[config.mk]
export PLATFORM = sky130hd
export DESIGN_NAME = mdio_master
export DESIGN_NICKNAME = d
export VERILOG_FILES = /design/src/rtl/mdio_pkg.sv /design/src/rtl/mdio_ctrl.sv /design/src/rtl/mdio_dp.sv /design/src/rtl/mdio_master.sv
export SDC_FILE = /design/constraint.sdc
export NUM_CORES = 1
export LEC_CHECK = 0
export ABC_CLOCK_PERIOD_IN_PS = 1600
export BUFFER_PORTS_ARGS = -buffer_cell sky130_fd_sc_hd__buf_4
export CORE_AREA = 2 2 86 105
export CTS_CLUSTER_SIZE = 14
export DETAILED_ROUTE_END_ITERATION = 10
export DIE_AREA = 0 0 88 107
export HOLD_SLACK_MARGIN = 0.02
export PLACE_DENSITY = 0.76
export SLEW_MARGIN = 20
export SYNTH_ARGS = -nofsm -noshare
export SYNTH_HDL_FRONTEND = slang
export SYNTH_SLANG_ARGS = --single-unit
[constraint.sdc]
create_clock -name clk -period 1.6 [get_ports clk]
set_input_delay 0.08 -clock clk [delete_from_list [all_inputs] [get_ports clk]]
set_output_delay 0.08 -clock clk [all_outputs]
set_load 0.02 [all_outputs]
[src/rtl/mdio_pkg.sv]
package mdio_pkg;
  localparam int FRAME_BITS = 64;
  localparam int PRE_BITS   = 32;
  localparam int TA_BIT     = 46;
  localparam int DATA_BIT   = 48;

  typedef struct packed {
    logic fieldWr;     // store command fields
    logic load;        // launch: load the frame shifter
    logic shift;       // advance the frame shifter one bit
    logic sample;      // capture mdioIn on this MDC rise
    logic done;        // last cycle of the frame
    logic preamble;    // current bit lies in the preamble
    logic busRelease;  // read frame in turnaround or data phase
  } mdioStrobes_t;
endpackage

[src/rtl/mdio_ctrl.sv]
module mdio_ctrl
  import mdio_pkg::*;
#(
  parameter int CLK_DIV = 64
) (
  input  logic         clk,
  input  logic         rstN,
  input  logic         wrEn,
  input  logic         wrGo,
  input  logic         isRead,
  output logic         busy,
  output logic         mdc,
  output mdioStrobes_t strb
);
  localparam int HALF  = CLK_DIV / 2;
  localparam int CNT_W = $clog2(CLK_DIV);
  localparam logic [CNT_W-1:0] CNT_LAST = CNT_W'(CLK_DIV - 1);
  localparam logic [CNT_W-1:0] CNT_RISE = CNT_W'(HALF - 1);

  logic [CNT_W-1:0] cnt;
  logic [5:0]       bitIdx;
  logic             cntLast;
  logic             lastBit;

  assign cntLast = (cnt == CNT_LAST);
  assign lastBit = (bitIdx == 6'(FRAME_BITS - 1));

  always_ff @(posedge clk) begin
    if (!rstN) begin
      busy   <= 1'b0;
      mdc    <= 1'b0;
      cnt    <= '0;
      bitIdx <= '0;
    end else if (!busy) begin
      if (wrEn && wrGo) begin
        busy   <= 1'b1;
        cnt    <= '0;
        bitIdx <= '0;
      end
      mdc <= 1'b0;
    end else if (cntLast) begin
      cnt <= '0;
      mdc <= 1'b0;
      if (lastBit) busy <= 1'b0;
      else         bitIdx <= bitIdx + 6'd1;
    end else begin
      cnt <= cnt + CNT_W'(1);
      if (cnt == CNT_RISE) mdc <= 1'b1;
    end
  end

  always_comb begin
    strb.fieldWr    = wrEn && !busy;
    strb.load       = wrEn && wrGo && !busy;
    strb.shift      = busy && cntLast && (bitIdx >= 6'(PRE_BITS)) && !lastBit;
    strb.sample     = busy && (cnt == CNT_RISE) && isRead && (bitIdx >= 6'(DATA_BIT));
    strb.done       = busy && cntLast && lastBit;
    strb.preamble   = (bitIdx < 6'(PRE_BITS));
    strb.busRelease = isRead && (bitIdx >= 6'(TA_BIT));
  end
endmodule

[src/rtl/mdio_dp.sv]
module mdio_dp
  import mdio_pkg::*;
(
  input  logic         clk,
  input  logic         rstN,
  input  mdioStrobes_t strb,
  input  logic         busy,
  input  logic [29:0]  wrFields,
  input  logic         mdioIn,
  output logic [4:0]   regDev,
  output logic [4:0]   phyAddr,
  output logic [1:0]   opCode,
  output logic [1:0]   startCode,
  output logic [15:0]  dataWord,
  output logic         isRead,
  output logic         mdioOut,
  output logic         mdioOe
);
  logic [31:0] frameSh;
  logic [15:0] rdSh;

  assign isRead = opCode[1];

  always_ff @(posedge clk) begin
    if (!rstN) begin
      regDev    <= '0;
      phyAddr   <= '0;
      opCode    <= '0;
      startCode <= '0;
      dataWord  <= '0;
      frameSh   <= '0;
      rdSh      <= '0;
    end else begin
      if (strb.fieldWr) begin
        regDev    <= wrFields[29:25];
        phyAddr   <= wrFields[24:20];
        opCode    <= wrFields[19:18];
        startCode <= wrFields[17:16];
        dataWord  <= wrFields[15:0];
      end else if (strb.done && isRead) begin
        dataWord <= rdSh;
      end
      if (strb.load)
        frameSh <= {wrFields[17:16], wrFields[19:18], wrFields[24:20],
                    wrFields[29:25], 2'b10, wrFields[15:0]};
      else if (strb.shift)
        frameSh <= {frameSh[30:0], 1'b0};
      if (strb.sample)
        rdSh <= {rdSh[14:0], mdioIn};
    end
  end

  assign mdioOut = strb.preamble ? 1'b1 : frameSh[31];
  assign mdioOe  = busy && !strb.busRelease;
endmodule

[src/rtl/mdio_master.sv]
module mdio_master
  import mdio_pkg::*;
#(
  parameter int CLK_DIV = 64
) (
  input  logic        clk,
  input  logic        rstN,
  input  logic        cmdWrEn,
  input  logic [31:0] cmdWrData,
  output logic [31:0] cmdRdData,
  output logic        mdc,
  input  logic        mdioIn,
  output logic        mdioOut,
  output logic        mdioOe
);
  mdioStrobes_t strb;
  logic         busy;
  logic         isRead;
  logic [4:0]   regDev;
  logic [4:0]   phyAddr;
  logic [1:0]   opCode;
  logic [1:0]   startCode;
  logic [15:0]  dataWord;
  logic         unusedSpareBit;

  assign unusedSpareBit = cmdWrData[30];

  mdio_ctrl #(.CLK_DIV(CLK_DIV)) ctrl (
    .clk(clk), .rstN(rstN), .wrEn(cmdWrEn), .wrGo(cmdWrData[31]),
    .isRead(isRead), .busy(busy), .mdc(mdc), .strb(strb)
  );

  mdio_dp dp (
    .clk(clk), .rstN(rstN), .strb(strb), .busy(busy),
    .wrFields(cmdWrData[29:0]), .mdioIn(mdioIn),
    .regDev(regDev), .phyAddr(phyAddr), .opCode(opCode),
    .startCode(startCode), .dataWord(dataWord), .isRead(isRead),
    .mdioOut(mdioOut), .mdioOe(mdioOe)
  );

  assign cmdRdData = {busy, 1'b0, regDev, phyAddr, opCode, startCode, dataWord};
endmodule

* After elaboration in Yosys (flattened, before gate mapping) *
Cells that the tools add are included.
W data, S select, Z words.

cells by class
  add/sub/neg operators = 2
  $lt $le $gt $ge = 4
  eq/ne operators = 5
  mux-type cells = 15
  bitwise gates (word level) = 2
  reduce and logical (&&, ||, !) cells = 22

operator list
  cell                   number
  $mux W32               2
  $mux W6                6
  $mux W16               2
  $ge A6 B6 Y1 const B   3
  $logic_and A1 B1 Y1    13
  $add A6 B1 Y6 const B  2
  $eq A6 B6 Y1 const B   2
  $eq A6 B5 Y1 const B   1
  $lt A6 B6 Y1 const B   1
  $reduce_bool A2 Y1     3
  $mux W1                5
  $ne A2 B2 Y1 const B   2
  $logic_not A1 Y1       3
  $reduce_and A3 Y1      1
  $reduce_or A3 Y1       1
  $not A1 Y1             2
  $reduce_or A2 Y1       1

storage, ports and cells
  bits in registers = 92
  input port bits = 36
  output and inout port bits = 35
  logic and storage cells = 62

* Longest topological paths before layout *
Gate-level depths: netlist of the first run.

  word-level depth = 6
  gate-level depth with buffers = 8
  mapped depth without buffers = 5

* Hierarchy *
Synthesis of the first run repeated with hierarchy kept, for this count alone.

second synthesis, totals
  cell total of the unflattened synthesis = 431
  area total of the unflattened synthesis = 4389.2 µm²

modules (own cells, without submodules)
  module       times used  cells an instance  area an instance (µm²)  sequential area each (µm²)
  mdio_dp      1           331                3594.7                  1561.5
  mdio_ctrl    1           97                 775.7                   280.3
  mdio_master  1           3                  18.8                    0.0

* Worst setup path after synthesis of the first run *
No wires, ideal clock.

  path kind = reg2reg
  start point = register ctrl.cnt[0]
  end point = register dp.frameSh[17]
  setup time = 0.132 ns
  arrival = 1.479 ns
  data required time = 1.468 ns
  slack = -0.011 ns
  cell stages (with the launch flop) = 9
  path buffers = 3
  clock period less this slack = 1.611 ns
  path through = dfxtp_1 > ha_1 > clkbuf_8 > and3_1 > and4_1 > buf_4 > buf_6 > a21oi_1 > a21oi_1

between the ends
  longest elaborated chain between the ends = 5

ends and longest elaborated chain
  element                           line             RTL
  start: declaration                mdio_ctrl.sv:20  logic [CNT_W-1:0] cnt;
  start signal: assignment          mdio_ctrl.sv:47  cnt <= cnt + CNT_W'(1);
  $eq A6 B6 Y1                      mdio_ctrl.sv:25  assign cntLast = (cnt == CNT_LAST);
  $logic_and A1 B1 Y1 (3 in a row)  mdio_ctrl.sv:55  strb.shift = busy && cntLast && (bitIdx >= 6'(PRE_BITS)) && !lastBit;
  $reduce_bool A2 Y1 (no line)      -
  end signal: assignment            mdio_dp.sv:44    frameSh <= {wrFields[17:16], wrFields[19:18], wrFields[24:20],
  end signal: assignment            mdio_dp.sv:47    frameSh <= {frameSh[30:0], 1'b0};
  end: declaration                  mdio_dp.sv:19    logic [31:0] frameSh;

No other way between the ends.
A chain may end at the register's enable or synchronous reset.

* Worst setup path after layout of the first run *
  start point = register ctrl.bitIdx[0]
  end point = output port mdioOe

between the ends
  longest elaborated chain between the ends = 4

ends and longest elaborated chain
  element                   line               RTL
  start: declaration        mdio_ctrl.sv:21    logic [5:0] bitIdx;
  start signal: assignment  mdio_ctrl.sv:45    else bitIdx <= bitIdx + 6'd1;
  $ge A6 B6 Y1              mdio_ctrl.sv:59    strb.busRelease = isRead && (bitIdx >= 6'(TA_BIT));
  $logic_and A1 B1 Y1       mdio_ctrl.sv:59
  $logic_not A1 Y1          mdio_dp.sv:54      assign mdioOe = busy && !strb.busRelease;
  $logic_and A1 B1 Y1       mdio_dp.sv:54
  end: declaration          mdio_master.sv:14  output logic mdioOe

No other way between the ends.

==> run_results.csv, run 1 <==
group,metric,value,unit
timing,fmax,620,MHz
status,violations,"setup timing",
drt,wl_per_cell,15.7,um
floorplanning,coreArea,8380,sq um
floorplanning,row_count,37,
synthesis,ys_seq_elements,92,
power,cellPowerDensity,896,nW/um^2
global_routing,met2_usage,40.0,%
timing,finalSetupViolCount,1,
job,drv_cap,0,
finish,final_common_cell,"nand2_1",
timing,finalHoldViolations,0,
global_routing,antenna_found_initial,0,
global_routing,gr-total-overflow,0,
finish,final_util,63.6,%
synthesis,async_reset_ff_share,0,%
clocking,cts_root_buffer,"clkbuf_8",
place,dp_slack,-0.0216,ns
global_routing,grt.total_usage,24.2,%
global_routing,grt_busiest_layer,"met2",
clocking,cts_num_sinks,92,
place,gp_congestion,0.902,
clocking,clkLatencyLatePin,0.37,ns
critical_path,cp-end-kind,"output pin",
finish,fin_nets,628,
drt,drcViolationCount,0,
synthesis,synth_cell_types,43,
finish,stdcell_count,711,
synthesis,synthCells,501,
finish,area_growth,30.2,%
drt,drtPass1Iterations,5,
critical_path,cpLargestDelayFamily,"flip-flops",
critical_path,path_max_fanout,2,
power,ir_drop,441,uV
drt,drt_iter0_markers,188,
drt,dr_total_vias,3958,
timing,final.period_utilization,101,%
floorplanning,floorplan.initialDensity,48.9,%
finish,diodes,0,
critical_path,worst-path-buf-inv,3,
place,hpwl,7140,um
critical_path,cp-start-kind,"flip-flop",
drt,postRouteAntennaNets,0,
global_routing,grt_pass1_vias,3663,
place,dp_cells,667,
synthesis,yosysWarnings,0,
drt,via_per_inst,5.57,
synthesis,ys.flop_type,"dfxtp_1",
clocking,clkTransAtPathRegs,0.09,ns
global_routing,gr-usage-met3,3.00,%
critical_path,cp_cell_sequence,"buf_6 > inv_4 > ha_4 > o211ai_1 > a21oi_1 > nor2_1 > buf_4",
clocking,ctsHtreeMaxLevel,3,
floorplanning,die_w,88,um
clocking,cts_made_buffers,9,
synthesis,synth_area,4100,sq um
power,finalPower,4.78,mW
clocking,cts_max_path_buffers,2,
global_routing,grt_max_degree,47,
global_routing,met1_usage,31.4,%
timing,fin_skew,0.0105,ns
finish,drive_gt1_share,26.1,%
global_routing,grt_pass1_wl,17900,um
critical_path,cp.arrival,1.53,ns
timing,finalWorstSetupSlack,-0.0116,ns
timing,min_period,1.61,ns
floorplanning,die_h,107,um
critical_path,worstPathRequired,1.52,ns
power,total_leakage_power,2.02,nW
synthesis,postSynthAreaPerCell,8.17,sq um
synthesis,synth-edff-count,0,
critical_path,slowest_stage,"dfxtp_4",
critical_path,crit_type,"flip-flop to output pin",
floorplanning,die_area,9420,sq um
timing,rsz0062_at_grt,"true",
clocking,cts_tree,"yes",
place,io_buffer_count,68,
drt,wl,11200,um
synthesis,synth_seq_area_share,45.0,%
floorplanning,boundaryPins,71,
critical_path,cpPeakStageDelay,0.38,ns
status,status,"finished with violations",
worst_hold_path,hold_path_class,"input pin to flip-flop",
timing,hold_slack,0.0309,ns
synthesis,synth_nets,540,
finish,layout_common_cells,"nand2_1, a21oi_1, buf_4",
timing,drv_slew,0,
==> where the power goes <==
group	internal, mW	switching, mW	total (mW)	leakage (nW)
Combinational	0.310	0.382	0.692	1.17
Clock	0.737	0.883	1.62	0.0935
Sequential	2.40	0.0666	2.46	0.760
==> final timing paths <==
path | startpoint | to | slack (ns) | cells past startpoint
worst max-delay path | ctrl.bitIdx[0]$_SDFFE_PN0P_ | mdioOe | -0.01 | 7
worst min-delay path | cmdWrData[5] | dp.frameSh[5]$_SDFFE_PN0P_ | 0.03 | 3
worst max register to register | ctrl.cnt[5]$_SDFFE_PN0P_ | dp.frameSh[31]$_SDFFE_PN0P_ | 0.06 | 5
worst min register to register | dp.frameSh[17]$_SDFFE_PN0P_ | dp.frameSh[17]$_SDFFE_PN0P_ | 0.45 | 2
==> cell families after synthesis <==
kind of cell,after synthesis,share of synthesized area [%]
buffers and inverters,49,8.22
xor gates and xnor gates,1,0.214
DFF,92,45.0
adders and majority gates,3,0.917
and+or+nand+nor,180,20.3
other,1,0.0916
AOI/OAI and AO/OA,173,24.7
muxes,2,0.519
==> per-stage QoR <==
step	setup TNS, ns	instance area (sq um)
after floorplan	0	4100
after global placement	0	4720
after detailed placement	-0.0220	4720
after CTS	-0.0350	5260
after global routing	-0.171	5330
final	-0.0116	5330
==> flip-flops by register name, indices dropped and copies added, names as in the netlist, 2 cells and up <==
signal	flops
dp.frameSh	32
dp.dataWord	16
dp.rdSh	16
ctrl.bitIdx	6
ctrl.cnt	6
dp.phyAddr	5
dp.regDev	5
dp.opCode	2
dp.startCode	2
==> worst reg2reg max path: cells and delay by family, from the launching register on <==
family / cells / cell delay (ns)
and+or+nand+nor: 3 / 0.61
DFF: 1 / 0.49
buffers and inverters: 1 / 0.19
AOI/OAI and AO/OA: 1 / 0.17
==> per-layer routing <==
metal | vias to the layer above | routed length, um
met4 | 0 | 313
li1 | 1921 | -
met3 | 26 | 626
met1 | 1863 | 4580
met5 | - | 0
met2 | 148 | 5670
==> synth_stat cells, drive strengths merged, types with 2 or more instances <==
library cell | count | share of area (%)
nand2 | 104 | 9.5
a21oi | 95 | 12
dfxtp | 92 | 45
o21ai | 47 | 5.7
clkbuf | 27 | 3.9
nor2 | 25 | 2.3
a211oi | 19 | 5.3
buf | 18 | 3.9
nor3 | 16 | 2.0
nand3 | 7 | 1.3
a31oi | 6 | 0.92
nand4 | 6 | 1.1
nand3b | 5 | 0.92
nor4 | 4 | 0.98
and3 | 3 | 0.46
and4 | 3 | 0.64
ha | 3 | 0.92
inv | 3 | 0.27
nor2b | 2 | 0.31
==> timing repair <==
action                                  in CTS  in global routing
setup buffers                                3                  0
hold endpoints to repair                    31                  0
hold buffers                                22                  0
resized for setup                           13                 16
gates cloned                                 2                  1
endpoints found under the setup margin      10                 49
pin swaps                                    5                  6
==> area by class of cell <==
cell class	instances	area, sq um
Tap cell	117	146
Clock inverter	6	71.3
Clock buffer	10	128
Timing Repair Buffer	122	1110
Inverter	4	17.5
Multi-Input combinational cell	360	1990
Fill cell	726	3050
Sequential cell	92	1860
No activity file was read; power rests on OpenSTA's default activity.
==> inputs of run 2 (changes only) <==
- BUFFER_PORTS_ARGS: -buffer_cell sky130_fd_sc_hd__buf_4 -> not set
- CORE_AREA: 2 2 86 105 -> 2 2 81 98
- DIE_AREA: 0 0 88 107 -> 0 0 83 100
- DONT_BUFFER_PORTS: not set -> 1
==> run 2 against run 1 <==
Against the previous run:
- the run still ends with setup timing left
- clock power down 5%
- first-iteration DRC count increased by 77%
- clock skew grew 0.0026 ns
- routed wire length decreased by 4.0%
- die area shrank 12%
- sequential cell count unchanged
- final cell count decreased by 11%
- sequential power up 3%
==> run_results.csv, run 2 (synthesized netlist as in run 1, its figures left out) <==
group,metric,value,unit
finish,final_common_cell,"nand2_1",
finish,reg.largest.list,"dp.frameSh (32), dp.dataWord (16), dp.rdSh (16)",
critical_path,cp-end-kind,"output pin",
critical_path,r2r-start,"ctrl.bitIdx[0]$_SDFFE_PN0P_",
finish,diodes,0,
place,io_buffer_count,0,
critical_path,startpoint,"ctrl.bitIdx[0]$_SDFFE_PN0P_",
global_routing,grt_pass1_vias,3491,
drt,via_per_inst,6.02,
critical_path,worst-path-buf-inv,3,
critical_path,rr_worst_depth,6,
floorplanning,die_w,83,um
finish,layout_common_cells,"nand2_1, a21oi_1, dfxtp_1",
global_routing,grt_max_degree,48,
critical_path,timing.rr.end,"ctrl.bitIdx[3]$_SDFFE_PN0P_",
place,placedInstanceArea,4180,sq um
clocking,cts_max_path_buffers,2,
place,hpwl,6530,um
floorplanning,die_h,100,um
floorplanning,boundaryPins,71,
critical_path,crit_path_end,"mdioOe",
place,gp_congestion,0.914,
global_routing,grt.total_usage,24.7,%
clocking,clkTransAtPathRegs,0.09,ns
critical_path,crit_cells,7,
finish,post-route-cell-area,4890,sq um
global_routing,antenna_found_initial,0,
global_routing,gr-total-overflow,0,
drt,drcViolationCount,0,
status,status,"finished with violations",
global_routing,grt_pass1_wl,16600,um
clocking,clkLatencyLatePin,0.37,ns
finish,final_util,65.3,%
timing,fin_skew,0.0131,ns
critical_path,worstPathRequired,1.52,ns
timing,drv_slew,0,
critical_path,rrSetupSlack,0.05,ns
timing,final.period_utilization,102,%
critical_path,cp.arrival,1.55,ns
critical_path,cpPeakStageDelay,0.37,ns
timing,finalHoldViolations,0,
critical_path,crit_type,"flip-flop to output pin",
floorplanning,floorplan.initialDensity,54.7,%
timing,finalSetupViolCount,1,
finish,fin_nets,573,
timing,rsz0062_at_grt,"true",
floorplanning,row_count,35,
drt,postRouteAntennaNets,0,
clocking,cts_root_buffer,"clkbuf_8",
power,ir_drop,634,uV
timing,min_period,1.63,ns
clocking,cts_num_sinks,92,
critical_path,cpLargestDelayFamily,"flip-flops",
critical_path,cp-start-kind,"flip-flop",
finish,drive_gt1_share,16.7,%
worst_hold_path,hold_path_class,"input pin to flip-flop",
drt,wl,10700,um
clocking,cts_made_buffers,9,
drt,wl_per_cell,17.0,um
finish,largest_reg_flops,32,
timing,finalWorstSetupSlack,-0.0304,ns
clocking,ctsHtreeMaxLevel,3,
drt,drt_iter0_markers,332,
clocking,cts_tree,"yes",
finish,area_growth,19.5,%
floorplanning,die_area,8300,sq um
drt,drtPass1Iterations,6,
timing,fmax,613,MHz
power,total_leakage_power,1.74,nW
status,violations,"setup timing",
drt,dr_total_vias,3800,
finish,regMostFlops,"dp.frameSh",
floorplanning,coreArea,7490,sq um
power,finalPower,4.58,mW
power,cellPowerDensity,935,nW/um^2
critical_path,slowest_stage,"dfxtp_4",
job,drv_cap,0,
critical_path,cp_cell_sequence,"buf_6 > inv_4 > ha_4 > o211ai_1 > a21oi_1 > nor2_1 > buf_4",
critical_path,path_max_fanout,2,
## run 2: layout make-up
class	instances	area [sq um]
fillers	606	2590
clock inverters	6	62.6
multi-input cells	360	1980
repair buffers	67	734
flip-flops and latches	92	1860
inverters	4	17.5
clock buffers	10	128
well taps	92	115
## run 2: per-layer routing
| metal | vias to the layer above | track usage [%] | routed length [um] |
|---|---|---|---|
| met5 | - | 0 | 0 |
| met2 | 184 | 41.1 | 5240 |
| met1 | 1778 | 29.7 | 4300 |
| li1 | 1799 | - | - |
| met4 | 0 | 14.1 | 434 |
| met3 | 39 | 5.51 | 764 |
## run 2: how the worst min path moves through the flow
stage,cells past startpoint,end,startpoint
after global placement,2,dp.phyAddr[4]$_SDFFE_PN0P_,cmdWrData[24]
final,2,dp.dataWord[1]$_SDFFE_PN0P_,cmdWrData[1]
after floorplan,2,dp.opCode[1]$_SDFFE_PN0P_,cmdWrData[19]
after global routing,2,dp.dataWord[1]$_SDFFE_PN0P_,cmdWrData[1]
after CTS,2,dp.frameSh[16]$_SDFFE_PP0N_,rstN
after detailed placement,2,dp.startCode[0]$_SDFFE_PN0P_,cmdWrData[16]
## run 2: stage by stage
step / hold slack [ns] / TNS (ns) / std cells / setup WS, ns
3_3_place_gp: 0.218 / 0 / 574 / 0.0429
5_1_grt: 0.0253 / -0.143 / 631 / -0.106
3_5_place_dp: 0.225 / -0.0715 / 574 / -0.0297
2_1_floorplan: 0.216 / 0 / 501 / 0.000290
4_1_cts: 0.0230 / -0.0330 / 626 / -0.0165
6_report: 0.0207 / -0.0304 / 631 / -0.0304
## run 2: power by group
part	internal (mW)	total, mW	switching (mW)	leakage (nW)
clock network	0.723	1.54	0.821	0.100
registers	2.40	2.54	0.140	0.759
logic	0.213	0.494	0.281	0.883
total	3.34	4.58	1.24	1.74
## run 2: what timing repair did
item                                    in CTS  in global routing
endpoints found under the setup margin      16                 51
pin swaps                                    5                  7
hold buffers                                33                  1
hold endpoints to repair                    65                  3
buffers inserted                             2                  3
gates resized for setup                     14                 15
gates cloned                                 1                  1
